### config.mk
export PLATFORM = sky130hd
export DESIGN_NAME = useq_top
export DESIGN_NICKNAME = d
export VERILOG_FILES = /design/src/rtl/useq_pkg.sv /design/src/rtl/useq_rom.sv /design/src/rtl/useq_ctrl.sv /design/src/rtl/useq_dpath.sv /design/src/rtl/useq_top.sv
export SDC_FILE = /design/constraint.sdc
export NUM_CORES = 1
export LEC_CHECK = 0
export ABC_AREA = 1
export BUFFER_PORTS_ARGS = -buffer_cell sky130_fd_sc_hd__clkbuf_2
export CAP_MARGIN = 20
export CORE_ASPECT_RATIO = 0.5
export CORE_UTILIZATION = 47
export DETAILED_ROUTE_END_ITERATION = 10
export PLACE_DENSITY = 0.89
export SLEW_MARGIN = 10
export SYNTH_ARGS = -nofsm -noshare
export SYNTH_HDL_FRONTEND = slang
export SYNTH_SLANG_ARGS = --single-unit
### constraint.sdc
create_clock -name clk -period 1.8 [get_ports clk]
set_input_delay 0.54 -clock clk [delete_from_list [all_inputs] [get_ports clk]]
set_output_delay 0.54 -clock clk [all_outputs]
set_load 0.005 [all_outputs]
### src/rtl/useq_pkg.sv
package useq_pkg;

  localparam int WORD_W      = 28;
  localparam int ADDR_W      = 5;
  localparam int IR_W        = 12;
  localparam int OP_W        = 3;
  localparam int STORE_DEPTH = 26;
  localparam int CTL_W       = WORD_W - ADDR_W;

  // instruction bit positions used by the dispatch branches
  localparam int IR_MODE_BIT = 6;
  localparam int IR_SRC_BIT  = 3;
  localparam int IR_REG_BIT  = 0;

  // reserved next-address codes
  localparam int CODE_MODE = 26;
  localparam int CODE_OP   = 27;
  localparam int CODE_REG  = 28;
  localparam int CODE_SRC  = 29;

  // branch base addresses
  localparam int MODE_BASE = 4;
  localparam int REG_BASE  = 6;
  localparam int SRC_BASE  = 8;
  localparam int OP_BASE   = 16;

  // opcode values
  localparam int OP_DEC = 0;
  localparam int OP_MOV = 1;
  localparam int OP_ADD = 2;
  localparam int OP_SUB = 3;
  localparam int OP_OR  = 4;
  localparam int OP_AND = 5;
  localparam int OP_INC = 6;
  localparam int OP_BAD = 7;

  // control bit positions inside the microword
  localparam int B_LDPC   = 27;
  localparam int B_ORACC  = 26;
  localparam int B_ANDACC = 25;
  localparam int B_SUBACC = 24;
  localparam int B_ADDACC = 23;
  localparam int B_INCACC = 22;
  localparam int B_DECACC = 21;
  localparam int B_MOVACC = 20;
  localparam int B_ACCBUS = 19;
  localparam int B_MDRBUS = 18;
  localparam int B_R1BUS  = 17;
  localparam int B_R0BUS  = 16;
  localparam int B_PCBUS  = 15;
  localparam int B_LDD    = 14;
  localparam int B_LDC    = 13;
  localparam int B_LDMDR  = 12;
  localparam int B_LDMAR  = 11;
  localparam int B_LDIR   = 10;
  localparam int B_LDR1   = 9;
  localparam int B_LDR0   = 8;
  localparam int B_INCPC  = 7;
  localparam int B_MEMSEL = 6;
  localparam int B_MEMRD  = 5;

  // strobes from the control part to the datapath part
  typedef struct packed {
    logic selMode;
    logic selOp;
    logic selReg;
    logic selSrc;
  } seqSel_t;

endpackage

### src/rtl/useq_rom.sv
module useq_rom
  import useq_pkg::*;
#(
  parameter int AW    = ADDR_W,
  parameter int UW    = WORD_W,
  parameter int DEPTH = STORE_DEPTH
) (
  input  logic [AW-1:0] addr,
  output logic [UW-1:0] word
);

  function automatic logic [UW-1:0] cb(input int pos);
    return UW'(1) << pos;
  endfunction

  function automatic logic [UW-1:0] nx(input int target);
    return UW'(target);
  endfunction

  always_comb begin
    word = '0;
    if (int'(addr) < DEPTH) begin
      case (int'(addr))
        // fetch
        0:  word = cb(B_PCBUS) | cb(B_LDMAR) | nx(1);
        1:  word = cb(B_MEMSEL) | cb(B_MEMRD) | cb(B_INCPC) | nx(2);
        2:  word = cb(B_MDRBUS) | cb(B_LDIR) | nx(CODE_MODE);
        3:  word = nx(0);
        // destination operand mode
        4:  word = nx(CODE_REG);
        5:  word = nx(CODE_SRC);
        // register operand into D
        6:  word = cb(B_R0BUS) | cb(B_LDD) | nx(CODE_OP);
        7:  word = cb(B_R1BUS) | cb(B_LDD) | nx(CODE_OP);
        // indirect operand: address from register, read memory into D
        8:  word = cb(B_R0BUS) | cb(B_LDMAR) | nx(10);
        9:  word = cb(B_R1BUS) | cb(B_LDMAR) | nx(10);
        10: word = cb(B_MEMSEL) | cb(B_MEMRD) | nx(11);
        11: word = cb(B_MDRBUS) | cb(B_LDD) | nx(CODE_OP);
        // second operand loaders, reachable only by direct address
        12: word = cb(B_R0BUS) | cb(B_LDC) | nx(0);
        13: word = cb(B_R1BUS) | cb(B_LDC) | nx(0);
        14: word = cb(B_ACCBUS) | cb(B_LDR0) | nx(0);
        15: word = cb(B_ACCBUS) | cb(B_LDR1) | nx(0);
        // one ALU word per opcode
        OP_BASE + OP_DEC: word = cb(B_DECACC) | nx(24);
        OP_BASE + OP_MOV: word = cb(B_MOVACC) | nx(24);
        OP_BASE + OP_ADD: word = cb(B_ADDACC) | nx(24);
        OP_BASE + OP_SUB: word = cb(B_SUBACC) | nx(24);
        OP_BASE + OP_OR:  word = cb(B_ORACC)  | nx(24);
        OP_BASE + OP_AND: word = cb(B_ANDACC) | nx(24);
        OP_BASE + OP_INC: word = cb(B_INCACC) | nx(24);
        OP_BASE + OP_BAD: word = nx(0);
        // write-back
        24: word = cb(B_ACCBUS) | cb(B_LDMDR) | nx(25);
        25: word = cb(B_MEMSEL) | nx(0);
        default: word = '0;
      endcase
    end
  end

endmodule

### src/rtl/useq_ctrl.sv
module useq_ctrl
  import useq_pkg::*;
#(
  parameter int AW = ADDR_W
) (
  input  logic [AW-1:0] nxField,
  output seqSel_t       sel
);

  always_comb begin
    sel = '0;
    case (int'(nxField))
      CODE_MODE: sel.selMode = 1'b1;
      CODE_OP:   sel.selOp   = 1'b1;
      CODE_REG:  sel.selReg  = 1'b1;
      CODE_SRC:  sel.selSrc  = 1'b1;
      default:   sel = '0;
    endcase
  end

endmodule

### src/rtl/useq_dpath.sv
module useq_dpath
  import useq_pkg::*;
#(
  parameter int AW    = ADDR_W,
  parameter int UW    = WORD_W,
  parameter int OPW   = OP_W,
  parameter int DEPTH = STORE_DEPTH,
  localparam int CW   = UW - AW
) (
  input  logic           clk,
  input  logic           rst,
  input  logic [OPW-1:0] irOp,
  input  logic           irMode,
  input  logic           irSrc,
  input  logic           irReg,
  input  seqSel_t        sel,
  output logic [AW-1:0]  nxField,
  output logic [AW-1:0]  uAddr,
  output logic [UW-1:0]  uWord,
  output logic [CW-1:0]  ctl
);

  logic [UW-1:0] romWord;
  logic [AW-1:0] nextAddr;
  logic [AW-1:0] uAddrQ;
  logic [UW-1:0] uWordQ;

  useq_rom #(.AW(AW), .UW(UW), .DEPTH(DEPTH)) u_rom (
    .addr (uAddrQ),
    .word (romWord)
  );

  assign nxField = romWord[AW-1:0];

  always_comb begin
    if (sel.selMode)
      nextAddr = AW'(MODE_BASE) + AW'(irMode);
    else if (sel.selOp)
      nextAddr = AW'(OP_BASE) + AW'(irOp);
    else if (sel.selReg)
      nextAddr = AW'(REG_BASE) + AW'(irReg);
    else if (sel.selSrc)
      nextAddr = AW'(SRC_BASE) + AW'(irSrc);
    else
      nextAddr = nxField;
  end

  always_ff @(posedge clk or posedge rst) begin
    if (rst) begin
      uAddrQ <= '0;
      uWordQ <= '0;
    end else begin
      uAddrQ <= nextAddr;
      uWordQ <= romWord;
    end
  end

  assign uAddr = uAddrQ;
  assign uWord = uWordQ;
  assign ctl   = uWordQ[UW-1:AW];

endmodule

### src/rtl/useq_top.sv
module useq_top
  import useq_pkg::*;
(
  input  logic              clk,
  input  logic              rst,
  input  logic [IR_W-1:0]   ir,
  output logic [CTL_W-1:0]  ctl,
  output logic [ADDR_W-1:0] uAddr,
  output logic [WORD_W-1:0] uWord
);

  seqSel_t           sel;
  logic [ADDR_W-1:0] nxField;
  logic              unusedIrBits;

  assign unusedIrBits = ^{ir[8:7], ir[5:4], ir[2:1]};

  useq_ctrl #(.AW(ADDR_W)) u_ctrl (
    .nxField (nxField),
    .sel     (sel)
  );

  useq_dpath #(
    .AW    (ADDR_W),
    .UW    (WORD_W),
    .OPW   (OP_W),
    .DEPTH (STORE_DEPTH)
  ) u_dpath (
    .clk     (clk),
    .rst     (rst),
    .irOp    (ir[IR_W-1 -: OP_W]),
    .irMode  (ir[IR_MODE_BIT]),
    .irSrc   (ir[IR_SRC_BIT]),
    .irReg   (ir[IR_REG_BIT]),
    .sel     (sel),
    .nxField (nxField),
    .uAddr   (uAddr),
    .uWord   (uWord),
    .ctl     (ctl)
  );

endmodule

==> summary.txt, run 1 <==
setup TNS = 0 ps
Starting DRT DRC Count = 61
largest family of logic cells by synthesized area = simple AND/OR/NAND/NOR gates
Comb pwr share = 49.7%
root buffer cell = clkbuf_8
Pwr per Cell Area = 1830 nW/um2
largest net degree at the start of global routing = 33
vias per cell = 4.49
post-synthesis instance area = 1660 um2
max incr delay on CP = 630 ps
Final min period = 1650 ps
Max clock buf depth = 2
Initial Util = 52.3%
met2 Resource Use GR = 32.5%
total gr overflow = 0
FF+latch count, synth = 32
crit path capture = uAddr[2]
GRT met1 Usage = 22.8%
worst path buffer plus inverter count = 1
total core area = 3170 um2
most common cell after layout, fill and taps aside = clkbuf_2
Sw Share = 43.5%
Ports = 70
M3 GR Usage = 6.10%
register area share after synthesis = 48.3%
internal power = 2.02 mW
Avg Cell Area, Syn = 9.58 um2
Finished Core Util = 61.6%
DR vias = 1199
CP startpoint kind = flip-flop
unique cell type count in the Yosys netlist = 29
worst-path cell chain = clkbuf_2
mux share of post-synthesis cell area = 0%
drt drc = 0
DP Worst Slack = 119 ps
VDD IR max = 0.743 mV
Post-DP HPWL = 2350 um
reg-to-reg critical path startpoint = u_dpath.uAddr[0]$_DFF_PP0_
CP endpoint kind = output pin
Final Max Slew Viols = 0
drt wl/cell = 11.9 um
clock power share = 18.7%
switching pwr = 1.55 mW
hold buffers post-CTS = 0
Simple-Gate Fraction of Synth Area = 26.8%
# Max-Cap Violations = 0
worst setup margin = 151 ps
status = finished clean
commonest cells after routing, fill and taps aside = clkbuf_2 (61), dfrtp_1 (32), nand2_1 (30), nor2_1 (20), inv_1 (13)
Lkg Pwr = 1.12 nW
fmax = 0.606 GHz
CTS tree = yes
crit path DAT = 1110 ps
Die Footprint = 3780 um2
Crit. path cell count = 1
htree depth = 2
Die H = 44.0 um
CTS Buf Count = 5
Crit Path Class = reg -> out
CP max stage cell = dfrtp_1
R2R Setup Slk = 150 ps
first-pass GRT wire length = 5260 um
Area growth syn-to-layout = 17.8%
die extent in x = 86.0 um
Clock Latency Late Sink = 270 ps
reg2reg end = u_dpath.uAddr[0]$_DFF_PP0_
DRT Pass-1 Iters = 4
IO Port Bufs = 61
Final setup viols = 0
final WL = 3190 um
NumNets Final = 237
RSZ-0062 raised after global routing = false
Synth Area in Compound Gates = 3.25%
delay-heaviest family, CP = flip-flops
min-delay worst type = in -> async
Fin. Hold Viols = 0
YS warnings = 0
Seq pwr share = 31.7%
xor/xnor share of the synthesized area = 0%
Reg2Reg Depth = 11
initial antenna violation count = 0
Adder-Cell Fraction of Synth Area = 3.77%
Reg clk slew, reported paths = 70 ps
Most Crowded Layer GR = met2
GPL Wtd Cong = 0.876
all-layer global routing usage = 18.8%
worst-path fanout max = 10
fill cell count = 260
launch point of the critical path = u_dpath.uAddr[2]$_DFF_PP0_
clk_skew = 2.34 ps
share of post-route cells with drive strength above 1 = 44.7%
Syn Inst Count = 173
Rows = 14
number of clock sinks = 32
vias in the first global route = 1116
fin crit share = 91.6%
n_diodes = 0
Setup Fix Bufs, Post-CTS = 0
Critical Path RT = 1260 ps
post-route ant nets = 0
area by class of cell:
| class | count | area (um2) | area share, % |
|---|---|---|---|
| repair buffers | 63 | 320 | 16.4 |
| inverters | 21 | 90.1 | 4.61 |
| multi-input cells | 95 | 571 | 29.2 |
| flip-flops and latches | 32 | 801 | 41.0 |
| clock inverters | 3 | 42.5 | 2.18 |
| clock buffers | 5 | 68.8 | 3.52 |
| well taps | 48 | 60.1 | 3.07 |
state kept, by name (all words and copies together), names as in the netlist:
| register | cells |
|---|---|
| u_dpath.uAddr | 5 |
| u_dpath.uWord | 27 |
cells in the mapped netlist:
cell       n  area (um2)
o22ai_1    3        18.8
clkinv_1   1        3.75
nor2_1    20        75.1
o21ai_0    3        15.0
nand2_4    4        45.0
inv_4      2        12.5
o21ai_1    1        5.00
nand3_1    8        40.0
nand3_4    1        17.5
clkinv_2   1        5.00
o21bai_1   1        7.51
nand3_2    2        20.0
nor2_8     2        40.0
a211oi_1   1        7.51
inv_6      1        8.76
nand4_1    1        6.26
conb_1     1        3.75
dfrtp_1   32         801
nand2_2    4        25.0
nor2_4     3        33.8
ha_1       5        62.6
buf_4     24         180
nor2_2     2        12.5
nand2_1   30         113
inv_1     13        48.8
inv_2      3        11.3
or2_0      1        6.26
nor3_2     1        10.0
buf_6      2        22.5
timing repair:
action / in CTS / in global routing
endpoints found under the setup margin: 0 / 1
resized for setup: 0 / 1
hold endpoints to repair: 0 / 0
layer usage:
layer | share of wire (%) | wire length, um | vias up
met2 | 50 | 1590 | 51
li1 | - | - | 591
met5 | 0 | 0 | -
met1 | 45 | 1430 | 557
met3 | 5.4 | 173 | 0
met4 | 0 | 0 | 0
power groups by stage:
stage | clock network [mW] | registers (mW) | logic, mW
6_report | 0.667 | 1.13 | 1.78
5_1_grt | 0.725 | 1.16 | 1.99
4_1_cts | 0.681 | 1.13 | 1.78
3_5_place_dp | 0 | 1.14 | 1.76
3_3_place_gp | 0 | 1.13 | 1.71
2_1_floorplan | 0 | 1.10 | 1.41
kinds of logic (layout without fill, tap and decap cells):
logic type / count (synthesis) / after routing
simple gates: 79 / 79
buf+inv: 47 / 92
flops: 32 / 32
compound gates: 9 / 9
fa+ha+maj: 5 / 5
other cells: 1 / 2
worst min-delay path by stage:
stage	cells after the start	startpoint	slack (ps)	to
2_1_floorplan	1	u_dpath.uAddr[4]$_DFF_PP0_	600	u_dpath.uWord[17]$_DFF_PP0_
3_3_place_gp	3	rst	610	u_dpath.uWord[11]$_DFF_PP0_
5_1_grt	3	rst	340	u_dpath.uWord[11]$_DFF_PP0_
6_report	3	rst	310	u_dpath.uWord[11]$_DFF_PP0_
4_1_cts	3	rst	320	u_dpath.uWord[11]$_DFF_PP0_
3_5_place_dp	3	rst	620	u_dpath.uWord[11]$_DFF_PP0_
metrics by stage:
step / power [mW] / hold WS [ps] / std cells / cell area, um2
after floorplan: 2.51 / 597 / 174 / 1660
after global placement: 2.84 / 608 / 259 / 1840
after detailed placement: 2.90 / 619 / 259 / 1840
after CTS: 3.59 / 323 / 267 / 1950
after global routing: 3.88 / 342 / 267 / 1950
final: 3.57 / 307 / 267 / 1950
No activity file was read; power rests on OpenSTA's default activity.
==> run 2, diff against run 1 <==
Clock period 1.8 ns to 1.7 ns, I/O delays scaled along.
==> summary.txt, run 2 (same netlist as run 1, synthesis figures left out) <==
n_diodes = 0 (unchanged)
worst-path cell chain = clkbuf_2 (unchanged)
root buffer cell = clkbuf_8 (unchanged)
status = finished clean (unchanged)
crit path DAT = 1080 ps (was 1110 ps)
Lkg Pwr = 1.13 nW (was 1.12 nW)
Die Footprint = 3780 um2 (unchanged)
Pwr per Cell Area = 1940 nW/um2 (was 1830 nW/um2)
all-layer global routing usage = 17.7% (was 18.8%)
Starting DRT DRC Count = 59 (was 61)
setup TNS = 0 ps (unchanged)
IO Port Bufs = 61 (unchanged)
reg-to-reg critical path startpoint = u_dpath.uAddr[2]$_DFF_PP0_ (was u_dpath.uAddr[0]$_DFF_PP0_)
CP startpoint kind = flip-flop (unchanged)
VDD IR max = 0.728 mV (was 0.743 mV)
Rows = 14 (unchanged)
Final min period = 1590 ps
share of post-route cells with drive strength above 1 = 45.0% (was 44.7%)
# Max-Cap Violations = 0 (unchanged)
total gr overflow = 0 (unchanged)
max reg flops = 27 (unchanged)
most common cell after layout, fill and taps aside = clkbuf_2 (unchanged)
Fin. Hold Viols = 0 (unchanged)
Post-DP HPWL = 2460 um (was 2350 um)
clk_skew = 5.04 ps (was 2.34 ps)
Ports = 70 (unchanged)
Reg clk slew, reported paths = 60 ps (was 70 ps)
htree depth = 2 (unchanged)
CP endpoint kind = output pin (unchanged)
vias in the first global route = 1135 (was 1116)
number of clock sinks = 32 (unchanged)
reg2reg end = u_dpath.uAddr[0]$_DFF_PP0_ (unchanged)
min-delay worst type = in -> async (unchanged)
die extent in x = 86.0 um (unchanged)
Finished Core Util = 62.0% (was 61.6%)
largest net degree at the start of global routing = 33 (unchanged)
Final setup viols = 0 (unchanged)
Final Max Slew Viols = 0 (unchanged)
DR vias = 1210 (was 1199)
first-pass GRT wire length = 4980 um (was 5260 um)
GPL Wtd Cong = 0.877 (was 0.876)
fin crit share = 93.2%
Max clock buf depth = 2 (unchanged)
delay-heaviest family, CP = flip-flops (unchanged)
vias per cell = 4.51 (was 4.49)
drt drc = 0 (unchanged)
Reg2Reg Depth = 10 (was 11)
CTS tree = yes (unchanged)
fmax = 0.631 GHz
Crit Path Class = reg -> out (unchanged)
RSZ-0062 raised after global routing = false (unchanged)
initial antenna violation count = 0 (unchanged)
Clock Latency Late Sink = 280 ps (was 270 ps)
CP max stage cell = dfrtp_1 (unchanged)
CTS Buf Count = 5 (unchanged)
drt wl/cell = 11.6 um (was 11.9 um)
worst path buffer plus inverter count = 1 (unchanged)
final WL = 3100 um (was 3190 um)
R2R Setup Slk = 150 ps (about the same)
NumNets Final = 238 (was 237)
Critical Path RT = 1190 ps (was 1260 ps)
Area growth syn-to-layout = 18.6% (was 17.8%)
worst-path fanout max = 10 (unchanged)
post-route ant nets = 0 (unchanged)
commonest cells after routing, fill and taps aside = clkbuf_2 (61), dfrtp_1 (32), nand2_1 (30), nor2_1 (20), inv_1 (12) (was clkbuf_2 (61), dfrtp_1 (32), nand2_1 (30), nor2_1 (20), inv_1 (13))
total core area = 3170 um2 (unchanged)
Die H = 44.0 um (unchanged)
DRT Pass-1 Iters = 4 (unchanged)
max incr delay on CP = 600 ps (was 630 ps)
Post-Route Hold Slack = 283 ps (was 307 ps)
Initial Util = 52.3% (unchanged)
-- run 2: changes by cell type in the layout (fill, tap and decap cells not counted) --
cell        before  now
inv_1           13   12
clkbuf_1         0    1
buf_4            2    3
clkinvlp_4       1    0
inv_2            3    4
ha_4             0    1
ha_2             1    0
-- run 2: layout make-up --
class	instances	area (um2)
fillers	249	1200
flip-flops and latches	32	801
multi-input cells	95	581
repair buffers	64	328
inverters	21	90.1
clock buffers	6	72.6
well taps	48	60.1
clock inverters	2	35.0
-- run 2: how the worst max path moves through the flow --
stage	startpoint	end	cells after the start
final	u_dpath.uAddr[2]$_DFF_PP0_	uAddr[2]	1
after global routing	u_dpath.uAddr[2]$_DFF_PP0_	u_dpath.uAddr[0]$_DFF_PP0_	10
after CTS	u_dpath.uAddr[1]$_DFF_PP0_	u_dpath.uAddr[0]$_DFF_PP0_	11
after detailed placement	u_dpath.uAddr[1]$_DFF_PP0_	u_dpath.uAddr[0]$_DFF_PP0_	11
after global placement	u_dpath.uAddr[1]$_DFF_PP0_	u_dpath.uAddr[0]$_DFF_PP0_	11
after floorplan	u_dpath.uAddr[1]$_DFF_PP0_	u_dpath.uAddr[0]$_DFF_PP0_	11
-- run 2: repair_timing --
item                                    in CTS  in global routing
hold buffers                                 0                  0
gates resized for setup                      0                  3
buffers inserted                             0                  0
endpoints found under the setup margin       0                  3
-- run 2: where the power goes --
part	switching, mW	leakage (nW)	internal [mW]
clock network	0.263	0.0552	0.434
registers	0.191	0.424	0.994
logic	1.18	0.651	0.748
total	1.64	1.13	2.18
-- run 2: per-layer routing --
metal  global-route usage [%]  part of all wire (%)  vias to the layer above
met4                     7.33                   2.1                        0
li1                         -                     -                      598
met5                        0                     0                        -
met2                     30.5                    50                       54
met1                     21.1                    42                      549
met3                     5.71                   5.9                        9
-- run 2: through the flow --
step	cells	setup WS [ps]	total power, mW	cell area [um2]
5_1_grt	268	26.1	4.12	1970
6_report	268	115	3.81	1970
4_1_cts	268	63.2	3.80	1950
2_1_floorplan	174	181	2.66	1660
3_5_place_dp	260	67.7	3.09	1850
3_3_place_gp	260	138	3.02	1850
